[src/rtl/sio_regs_pkg.sv]
package sio_regs_pkg;

   localparam int unsigned BYTE_W   = 8;
   localparam int unsigned NUM_REGS = 16;
   localparam int unsigned IDX_W    = $clog2(NUM_REGS);
   localparam int unsigned NUM_CH   = 2;

   typedef logic [BYTE_W-1:0] byte_t;
   typedef logic [IDX_W-1:0]  idx_t;

   // register slots whose position other logic depends on
   localparam idx_t IDX_LINE   = idx_t'(4);
   localparam idx_t IDX_CHAR   = idx_t'(5);
   localparam idx_t IDX_MASTER = idx_t'(9);
   localparam idx_t IDX_DIV_LO = idx_t'(12);
   localparam idx_t IDX_DIV_HI = idx_t'(13);

   localparam logic [2:0] CMD_BANK_UP = 3'b001;

   localparam byte_t RD_LINE_STAT = 8'h44;
   localparam byte_t RD_SPEC_STAT = 8'h07;

   typedef enum logic [1:0] {
      PRE_X1  = 2'b00,
      PRE_X16 = 2'b01,
      PRE_X32 = 2'b10,
      PRE_X64 = 2'b11
   } prescale_e;

   function automatic byte_t wr_default(input int unsigned slot);
      case (slot)
         4:       return 8'h04;
         9:       return 8'hC0;
         11:      return 8'h08;
         14:      return 8'h30;
         15:      return 8'hF8;
         default: return 8'h00;
      endcase
   endfunction

endpackage

[src/rtl/sio_cmd_decode.sv]
module sio_cmd_decode
   import sio_regs_pkg::*;
(
   input  logic       wr_ctrl,
   input  idx_t       cur_ptr,
   input  byte_t      wdata,
   output logic       ptr_load,
   output idx_t       ptr_next,
   output logic       reg_we,
   output idx_t       reg_idx,
   output logic [1:0] rst_req
);

   always_comb begin
      ptr_load = 1'b0;
      ptr_next = '0;
      reg_we   = 1'b0;
      rst_req  = 2'b00;
      if (wr_ctrl) begin
         if (cur_ptr == '0) begin
            // first step: choose target, optional upper bank
            ptr_load = 1'b1;
            ptr_next = {(wdata[5:3] == CMD_BANK_UP), wdata[2:0]};
         end else if (cur_ptr == IDX_MASTER && wdata[7:6] != 2'b00) begin
            // reset command: pointer left alone
            rst_req = wdata[7:6];
         end else begin
            reg_we   = 1'b1;
            ptr_load = 1'b1;
            ptr_next = '0;
         end
      end
   end

   assign reg_idx = cur_ptr;

endmodule

[src/rtl/sio_fmt_decode.sv]
module sio_fmt_decode
   import sio_regs_pkg::*;
#(
   parameter int unsigned BRG_W = 16,
   localparam int unsigned DIV_W = BRG_W + 7
)(
   input  logic [1:0]       pre_code,
   input  logic [1:0]       stop_code,
   input  logic [1:0]       par_code,
   input  logic [1:0]       len_code,
   input  byte_t            div_lo,
   input  byte_t            div_hi,
   output logic [3:0]       char_bits,
   output logic             par_en,
   output logic             par_even,
   output logic             stop_two,
   output logic [DIV_W-1:0] baud_div
);

   logic [BRG_W:0] tc_plus2;
   logic [2:0]     shamt;

   assign tc_plus2 = {1'b0, div_hi, div_lo} + (BRG_W+1)'(2);

   always_comb begin
      case (prescale_e'(pre_code))
         PRE_X1:  shamt = 3'd0;
         PRE_X16: shamt = 3'd4;
         PRE_X32: shamt = 3'd5;
         default: shamt = 3'd6;
      endcase
   end

   assign baud_div = DIV_W'(tc_plus2) << shamt;

   always_comb begin
      case (len_code)
         2'b00:   char_bits = 4'd5;
         2'b01:   char_bits = 4'd7;
         2'b10:   char_bits = 4'd6;
         default: char_bits = 4'd8;
      endcase
   end

   assign par_en   = par_code[0];
   assign par_even = par_code[1];
   assign stop_two = (stop_code == 2'b11);

endmodule

[src/rtl/sio_chan_bank.sv]
module sio_chan_bank
   import sio_regs_pkg::*;
#(
   parameter bit MIRROR_BRG = 1'b1
)(
   input  logic                               clk,
   input  logic                               rst,
   input  logic                               chan_rst,
   input  logic                               wr_ctrl,
   input  logic                               rd_ctrl,
   input  byte_t                              wdata,
   output logic [1:0]                         rst_req,
   output byte_t                              rd_val,
   output logic [NUM_REGS-1:1][BYTE_W-1:0]    cfg
);

   idx_t ptr_q;
   logic [NUM_REGS-1:1][BYTE_W-1:0] wreg_q;

   logic ptr_load;
   idx_t ptr_next;
   logic reg_we;
   idx_t reg_idx;

   sio_cmd_decode u_dec (
      .wr_ctrl  (wr_ctrl),
      .cur_ptr  (ptr_q),
      .wdata    (wdata),
      .ptr_load (ptr_load),
      .ptr_next (ptr_next),
      .reg_we   (reg_we),
      .reg_idx  (reg_idx),
      .rst_req  (rst_req)
   );

   always_ff @(posedge clk) begin
      if (rst || chan_rst) begin
         ptr_q <= '0;
         for (int i = 1; i < int'(NUM_REGS); i++) begin
            wreg_q[i] <= wr_default(i);
         end
      end else begin
         for (int i = 1; i < int'(NUM_REGS); i++) begin
            if (reg_we && reg_idx == idx_t'(i)) begin
               wreg_q[i] <= wdata;
            end
         end
         if (ptr_load) begin
            ptr_q <= ptr_next;
         end else if (rd_ctrl) begin
            ptr_q <= '0;
         end
      end
   end

   assign cfg = wreg_q;

   byte_t brg_rd_lo;
   byte_t brg_rd_hi;

   generate
      if (MIRROR_BRG) begin : g_mirror
         assign brg_rd_lo = wreg_q[IDX_DIV_LO];
         assign brg_rd_hi = wreg_q[IDX_DIV_HI];
      end else begin : g_no_mirror
         assign brg_rd_lo = '0;
         assign brg_rd_hi = '0;
      end
   endgenerate

   always_comb begin
      case (ptr_q)
         idx_t'(0):  rd_val = RD_LINE_STAT;
         idx_t'(1):  rd_val = RD_SPEC_STAT;
         IDX_DIV_LO: rd_val = brg_rd_lo;
         IDX_DIV_HI: rd_val = brg_rd_hi;
         default:    rd_val = '0;
      endcase
   end

   // first step loads pointer from the byte
   p_ptr_load_r2: assert property (@(posedge clk) disable iff (rst)
      (wr_ctrl && !chan_rst && ptr_q == '0) |=>
      (ptr_q == {($past(wdata[5:3]) == CMD_BANK_UP), $past(wdata[2:0])}));

   // second step stores and returns pointer home
   p_store_home_r3: assert property (@(posedge clk) disable iff (rst)
      (wr_ctrl && !chan_rst && ptr_q != '0 &&
       !(ptr_q == IDX_MASTER && wdata[7:6] != 2'b00)) |=>
      (ptr_q == '0 && wreg_q[$past(ptr_q)] == $past(wdata)));

   // control read returns pointer home
   p_read_home_r4: assert property (@(posedge clk) disable iff (rst)
      (rd_ctrl && !wr_ctrl && !chan_rst) |=> (ptr_q == '0));

   // reset command leaves issuing pointer at register 9
   p_rst_hold_r7: assert property (@(posedge clk) disable iff (rst)
      (wr_ctrl && !chan_rst && ptr_q == IDX_MASTER && wdata[7:6] != 2'b00) |=>
      (ptr_q == IDX_MASTER));

   // without a control access nothing moves
   p_quiet_r12: assert property (@(posedge clk) disable iff (rst)
      (!wr_ctrl && !rd_ctrl && !chan_rst) |=> ($stable(ptr_q) && $stable(wreg_q)));

endmodule

[src/rtl/sio_host_regs.sv]
module sio_host_regs
   import sio_regs_pkg::*;
#(
   parameter int unsigned ADDR_W       = 2,
   parameter int unsigned CTRL_SEL_BIT = 0,
   parameter int unsigned CHAN_SEL_BIT = 1,
   parameter int unsigned BRG_W        = 16,
   parameter bit          MIRROR_BRG   = 1'b1,
   localparam int unsigned DIV_W       = BRG_W + 7
)(
   input  logic                                     clk,
   input  logic                                     rst,
   input  logic                                     bus_wr,
   input  logic                                     bus_rd,
   input  logic [ADDR_W-1:0]                        bus_addr,
   input  logic [7:0]                               bus_wdata,
   output logic [7:0]                               bus_rdata,
   output logic [1:0][NUM_REGS-1:1][BYTE_W-1:0]     cfg_regs,
   output logic [1:0][3:0]                          char_bits,
   output logic [1:0]                               par_en,
   output logic [1:0]                               par_even,
   output logic [1:0]                               stop_two,
   output logic [1:0][DIV_W-1:0]                    baud_div
);

   // elaboration-time parameter checks
   generate
      if (BRG_W != 2 * BYTE_W) begin : g_bad_brg
         $error("BRG_W must span the two divisor byte registers");
      end
      if (CTRL_SEL_BIT == CHAN_SEL_BIT) begin : g_bad_sel
         $error("control and channel select bits must differ");
      end
      if (CTRL_SEL_BIT >= ADDR_W || CHAN_SEL_BIT >= ADDR_W) begin : g_bad_addr
         $error("select bits must lie inside the address");
      end
   endgenerate

   logic        is_data;
   logic        chan_sel;
   logic [NUM_CH-1:0] wr_ctrl;
   logic [NUM_CH-1:0] rd_ctrl;
   logic [NUM_CH-1:0] chan_rst;
   logic [1:0]  rst_req [NUM_CH];
   byte_t       rd_val  [NUM_CH];

   assign is_data  = bus_addr[CTRL_SEL_BIT];
   assign chan_sel = bus_addr[CHAN_SEL_BIT];

   // reset command bit 0 targets channel B (index 0), bit 1 channel A
   assign chan_rst = rst_req[0] | rst_req[1];

   generate
      for (genvar ch = 0; ch < NUM_CH; ch++) begin : g_ch
         assign wr_ctrl[ch] = bus_wr && !is_data && (chan_sel == ch[0]);
         assign rd_ctrl[ch] = bus_rd && !bus_wr && !is_data && (chan_sel == ch[0]);

         sio_chan_bank #(
            .MIRROR_BRG (MIRROR_BRG)
         ) u_bank (
            .clk      (clk),
            .rst      (rst),
            .chan_rst (chan_rst[ch]),
            .wr_ctrl  (wr_ctrl[ch]),
            .rd_ctrl  (rd_ctrl[ch]),
            .wdata    (bus_wdata),
            .rst_req  (rst_req[ch]),
            .rd_val   (rd_val[ch]),
            .cfg      (cfg_regs[ch])
         );

         sio_fmt_decode #(
            .BRG_W (BRG_W)
         ) u_fmt (
            .pre_code  (cfg_regs[ch][IDX_LINE][7:6]),
            .stop_code (cfg_regs[ch][IDX_LINE][3:2]),
            .par_code  (cfg_regs[ch][IDX_LINE][1:0]),
            .len_code  (cfg_regs[ch][IDX_CHAR][6:5]),
            .div_lo    (cfg_regs[ch][IDX_DIV_LO]),
            .div_hi    (cfg_regs[ch][IDX_DIV_HI]),
            .char_bits (char_bits[ch]),
            .par_en    (par_en[ch]),
            .par_even  (par_even[ch]),
            .stop_two  (stop_two[ch]),
            .baud_div  (baud_div[ch])
         );

         // character length always one of the four legal sizes
         p_len_legal_r10: assert property (@(posedge clk) disable iff (rst)
            (char_bits[ch] >= 4'd5 && char_bits[ch] <= 4'd8));

         // divisor never below the +2 floor
         p_div_floor_r9: assert property (@(posedge clk) disable iff (rst)
            (baud_div[ch] >= DIV_W'(2)));
      end
   endgenerate

   always_comb begin
      bus_rdata = '0;
      for (int ch = 0; ch < int'(NUM_CH); ch++) begin
         if (rd_ctrl[ch]) begin
            bus_rdata = rd_val[ch];
         end
      end
   end

   // data-port reads return zero
   p_data_rd_zero_r8: assert property (@(posedge clk) disable iff (rst)
      (bus_rd && is_data) |-> (bus_rdata == 8'h00));

endmodule

[config.mk]
export PLATFORM = sky130hd
export DESIGN_NAME = sio_host_regs
export DESIGN_NICKNAME = d
export VERILOG_FILES = /design/src/rtl/sio_regs_pkg.sv /design/src/rtl/sio_cmd_decode.sv /design/src/rtl/sio_fmt_decode.sv /design/src/rtl/sio_chan_bank.sv /design/src/rtl/sio_host_regs.sv
export SDC_FILE = /design/constraint.sdc
export NUM_CORES = 1
export LEC_CHECK = 0
export ABC_AREA = 1
export BUFFER_PORTS_ARGS = -buffer_cell sky130_fd_sc_hd__buf_2
export CORE_MARGIN = 1
export CORE_UTILIZATION = 58
export CTS_CLUSTER_SIZE = 12
export DETAILED_ROUTE_END_ITERATION = 10
export PLACE_DENSITY_LB_ADDON = 0.08
export REMOVE_ABC_BUFFERS = 1
export SETUP_SLACK_MARGIN = 0.02
export SYNTH_ARGS = -nofsm -noshare
export SYNTH_HDL_FRONTEND = slang
export SYNTH_HIERARCHICAL = 1
export SYNTH_SLANG_ARGS = --single-unit
[constraint.sdc]
create_clock -name clk -period 5.35 [get_ports clk]
set_clock_uncertainty 0.2 [all_clocks]
set_input_delay 0.8025 -clock clk [delete_from_list [all_inputs] [get_ports clk]]
set_output_delay 0.8025 -clock clk [all_outputs]
set_load 0.05 [all_outputs]
# [Word-level counts from Yosys, hierarchy flattened]
# Cells that the tools add are included.
[classes] n_shift=2 n_eq_ne=41 mux=32 bitwise_logic=2 add_sub_neg=2 n_reduce_logical=52
[op_table] operator="$eq A4 B4 Y1 const B" n=16
[op_table] operator="$pmux W8 S4" n=2
[op_table] operator="$shl A17 B3 Y23" n=2
[op_table] operator="$logic_and A1 B1 Y1" n=39
[op_table] operator="$add A16 B2 Y17 const B" n=2
[op_table] operator="$eq A4 B3 Y1 const B" n=8
[op_table] operator="$mux W4" n=8
[op_table] operator="$pmux W4 S3" n=2
[op_table] operator="$pmux W3 S3" n=2
[op_table] operator="$eq A4 B2 Y1 const B" n=4
[op_table] operator="$mux W8" n=2
[op_table] operator="$eq A2 B2 Y1 const B" n=6
[op_table] operator="$mux W2" n=6
[op_table] operator="$mux W1" n=10
[op_table] operator="$eq A2 B1 Y1 const B" n=4
[op_table] operator="$eq A4 B1 Y1 const B" n=2
[op_table] operator="$logic_not A2 Y1" n=4
[op_table] operator="$logic_not A4 Y1" n=2
[op_table] operator="$reduce_bool A2 Y1" n=3
[op_table] operator="$eq A3 B1 Y1 const B" n=1
[op_table] operator="$logic_not A1 Y1" n=2
[op_table] operator="$logic_or A1 B1 Y1" n=2
[op_table] operator="$or A2 B2 Y2" n=1
[op_table] operator="$not A1 Y1" n=1
[word_totals] output_inout_bits=308 regBits=248

# [Longest topological paths before layout]
[logic_depth] ltp_word=7 depth_mapped=12 ltp_nobuf=11

# [Cells and area by module]
# Netlist, hierarchy kept.
[modules_own_cells] module="sio_chan_bank" cells_each=750 seq_area_each_um2=2482.4 instances=2 area_per_inst_um2=5142.4
[modules_own_cells] module="sio_fmt_decode (g_ch[1].u_fmt)" cells_each=202 seq_area_each_um2=0.0 instances=1 area_per_inst_um2=1061.0
[modules_own_cells] module="sio_fmt_decode (g_ch[0].u_fmt)" cells_each=205 seq_area_each_um2=0.0 instances=1 area_per_inst_um2=1047.3
[modules_own_cells] module="sio_cmd_decode" cells_each=30 seq_area_each_um2=0.0 instances=2 area_per_inst_um2=146.4
[modules_own_cells] module="sio_host_regs" cells_each=39 seq_area_each_um2=0.0 instances=1 area_per_inst_um2=226.5

# [Worst setup path before layout]
# No wires, ideal clock.
[synth_timing] path_type="register -> output" from="register g_ch[0].u_bank.wreg_q (netlist bit g_ch[0].u_bank/brg_rd_lo[1])" to="output baud_div[7] (netlist name)" path_slack_ps=1583 path_stages_with_launch=7 path_buffers=0 arrival_time_ps=2764 cell_sequence="dfxtp_1 > ha_1 > nand3_1 > nor2_4 > xor2_2 > nor2_1 > a211oi_1"
[synth_lines] element="start, declared" line="sio_chan_bank.sv:18" text="logic [NUM_REGS-1:1][BYTE_W-1:0] wreg_q;"
[synth_lines] element="start signal, assigned by index" line="sio_chan_bank.sv:40" text="wreg_q[i] <= wr_default(i);"
[synth_lines] element="start signal, assigned by index" line="sio_chan_bank.sv:45" text="wreg_q[i] <= wdata;"
[synth_lines] element="end, declared" line="sio_host_regs.sv:23" text="output logic [1:0][DIV_W-1:0] baud_div"

==> run summary <==
Status = finished, final reports clean
DRT Pass-1 Iters = 6
Critical-path cell list = nand2_1 > nor3_1 > nand2_1 > nand3_1 > nand4_1 > nand2_1 > buf_2
Die Y = 151 um
Post-synth EDFFs = 0
GRT Total Usage = 31.6%
Core area = 0.0218 mm2
Hold Worst Slack = 256 ps
Slew headroom = 16.2%
# fillers = 1991
Worst-skew pair later-pin latency = 530 ps
Max FO, Critical Path = 9
# clock sinks = 248
TritonCTS Buffers = 26
Final min period = 3720 ps
Crit-path slowest cell = dfxtp_1
Die Width = 151 um
Most used DFF post-synth = dfxtp_1
Clk buf depth = 3
Vias in the first global route = 11.4k
Seq pwr share = 49.9%
Via count = 13.7k
P_int = 2860 uW
Worst-Margin Slew = 1260 ps
Crit path launch = g_ch[1].u_bank/ptr_q[2]
Pins Over Slew Limit = 0
WL/cell = 15.0 um
Placed Instance Area = 0.0143 mm2
Top cell type's share of synthesized area = 38.4%
Post-synth cell types = 39
Logic pwr share = 4.2%
Post-detail-place hpwl = 26.0 mm
Area of the multi-input gates = 0.00678 mm2
IR drop worst, VDD = 0.000214 V
Antenna violations before repair = 1
Clock power share = 45.9%
CTS Hold Buffers Added = 0
Final WL = 38.1 mm
Worst R2R Path Depth = 10
Max Clock Freq = 269 MHz
Remaining Overflow, GRT = 0
Endpoints failing setup = 0
Die ar. = 0.0229 mm2
IO buf count = 321
Rows = 54
Crit path kind = register to output pin
Final TNS setup = 0 ps
Syn-to-layout area delta = 17.1%
I/O Pins = 322
Post-synth ARST share = 0%
Initial DRC Count = 940
Drt via density = 5.41
Worst path most repeated cell = nand2_1
Seq. cell area = 0.00496 mm2
CP endpoint kind = output pin
First-pass GRT wire length = 58.5 mm
CTS tree = built
Cell taking the most area after synthesis = dfxtp_1
Flops & latches, synth = 248
Worst hold-check path type = register to register
CP startpoint kind = register
Mapped Area = 0.0129 mm2
Switching pwr = 837 uW
R2R Setup Slk = 2160 ps
Post-CTS setup buffer count = 0
Cells after Synth = 2006
Switching part of the total = 22.6%
Worst path arrival time = 2720 ps
Area contributors post-synth = dfxtp_1, nand2_1, nor2_1
Fin area = 0.0151 mm2
Cts repair resizes = 0
Final hold vios = 0
Tcrit/Tclk final = 69.5%
Worst path required time = 4350 ps
Nets@finish = 2262
RePlAce Congestion = 0.916
CP peak stage delay = 680 ps
Unrepaired setup endpoints after global routing = no
Drt drc = 0
Ys Warns = 6
Initial Util = 59.2%
Worst r2r dst = g_ch[0].u_bank/cfg[78]
Largest net degree at the start of global routing = 64
Average size of a mapped cell = 6.44 um2
PwrDens = 245 mW/mm2
Crit path capture = bus_rdata[6]
Sequential share of the synthesized area = 38.4%
Routed Antenna Nets = 0
Static leakage power = 0.00726 uW
CTS root buf = clkbuf_16
H-Tree Depth = 1
Clk pin slew, worst setup/hold paths = 60 ps
Share of layout cells above drive strength 1 = 20.2%
R2r startpoint = g_ch[0].u_bank/ptr_q[3]
Max Cap Violations = 0
cells by family (layout without fill, tap and decap cells):
logic type	Yosys count	count (layout)	synth area share (%)
flops	248	248	38.4
simple gates	1352	1352	45.8
fa+ha+maj	8	8	0.775
buf+inv	270	516	9.37
other cells	0	1	0
compound gates	119	119	4.93
xor+xnor	9	9	0.669
per-stage QoR:
step           instances  power (uW)  worst slack, ps  util (%)
3_3_place_gp        2492        2040             1670      65.7
5_1_grt             2533        3810             1380      69.3
4_1_cts             2532        3710             1660      69.3
3_5_place_dp        2492        2040             1590      65.7
2_1_floorplan       1880        2000             -686         -
6_report            2533        3700             1630      69.3
cells in the mapped netlist, types with 4 or more instances:
cell and n:
dfxtp_1 248, inv_1 136, inv_2 5, nand2_1 537
a21oi_1 76, nand3_1 222, xor2_1 6, clkbuf_1 36
o21ai_1 6, ha_1 8, nor3_1 6, buf_2 34
nor2_2 28, nand4_1 81, buf_1 24, nor2_4 20
nand2_2 5, o211ai_1 5, buf_4 25, o21ai_0 23
nand3_4 4, nor2_1 437, buf_6 6
flip-flops by register name, summed over array words and instances, names as in the netlist:
name	flops
g_ch.u_bank/brg_rd_hi	16
g_ch.u_bank/brg_rd_lo	16
g_ch.u_bank/cfg	208
g_ch.u_bank/ptr_q	8
critical path: cells and delay by family, from the launching register on:
family / cells / cell delay (ps)
buffers and inverters: 1 / 290
flip-flops: 1 / 680
AND/OR/NAND/NOR: 6 / 1220
power groups by stage:
| stage | registers, uW | clock network (uW) | logic [uW] |
|---|---|---|---|
| 2_1_floorplan | 1890 | 0 | 113 |
| 3_3_place_gp | 1890 | 0 | 149 |
| 3_5_place_dp | 1890 | 0 | 152 |
| 4_1_cts | 1850 | 1710 | 152 |
| 5_1_grt | 1850 | 1790 | 169 |
| 6_report | 1850 | 1700 | 155 |
cells in the final DEF (no fill, tap or decap), types with 2 or more instances in the layout:
cell type  instances
o211ai_1           5
nor2_4            24
clkinv_2           4
inv_1            136
xor2_1             6
xnor2_1            2
nand4_2            2
nand2_1          537
clkbuf_1           4
dfxtp_1          248
nor2_1           429
nand3_2            2
nand2_4            2
inv_4              2
nor3_1             6
o21ai_0           23
inv_2              5
or2_2              3
nand3_1          222
nand4_1           81
and3_2             2
nor2_2            32
o21ai_1            6
clkbuf_16         26
clkbuf_8           4
buf_2            321
a21oi_1           76
nand2_2            5
o221ai_1           3
ha_1               8
o22ai_1            3
nand3_4            4
buf_4             11
layer usage:
metal	up-vias	GRT usage, %	routed length [um]
li1	6827	-	-
met1	6228	41.5	16000
met2	568	51.8	17800
met3	83	5.78	3100
met4	0	11.0	1200
met5	-	0	0
layout make-up:
| cell class | instances | share of cell area, % |
|---|---|---|
| antenna | 1 | 0.0166 |
| clock buffer | 34 | 4.77 |
| clock inverter | 6 | 0.439 |
| inverter | 144 | 3.61 |
| multi-input combinational | 1488 | 44.8 |
| sequential | 248 | 32.8 |
| tap | 280 | 2.32 |
| timing repair buffer | 332 | 11.2 |
worst min-delay path by stage:
stage	slack, ps	from	cells past startpoint	to
2_1_floorplan	340	g_ch[0].u_bank/ptr_q[0]	2	g_ch[0].u_bank/ptr_q[0]
3_3_place_gp	240	g_ch[1].u_bank/cfg[108]	2	g_ch[1].u_bank/cfg[108]
3_5_place_dp	240	g_ch[0].u_bank/cfg[108]	2	g_ch[0].u_bank/cfg[108]
4_1_cts	250	g_ch[0].u_bank/cfg[108]	2	g_ch[0].u_bank/cfg[108]
5_1_grt	290	g_ch[0].u_bank/cfg[117]	2	g_ch[0].u_bank/cfg[117]
6_report	260	g_ch[0].u_bank/cfg[108]	2	g_ch[0].u_bank/cfg[108]
Power figures use the tool's default switching activity.
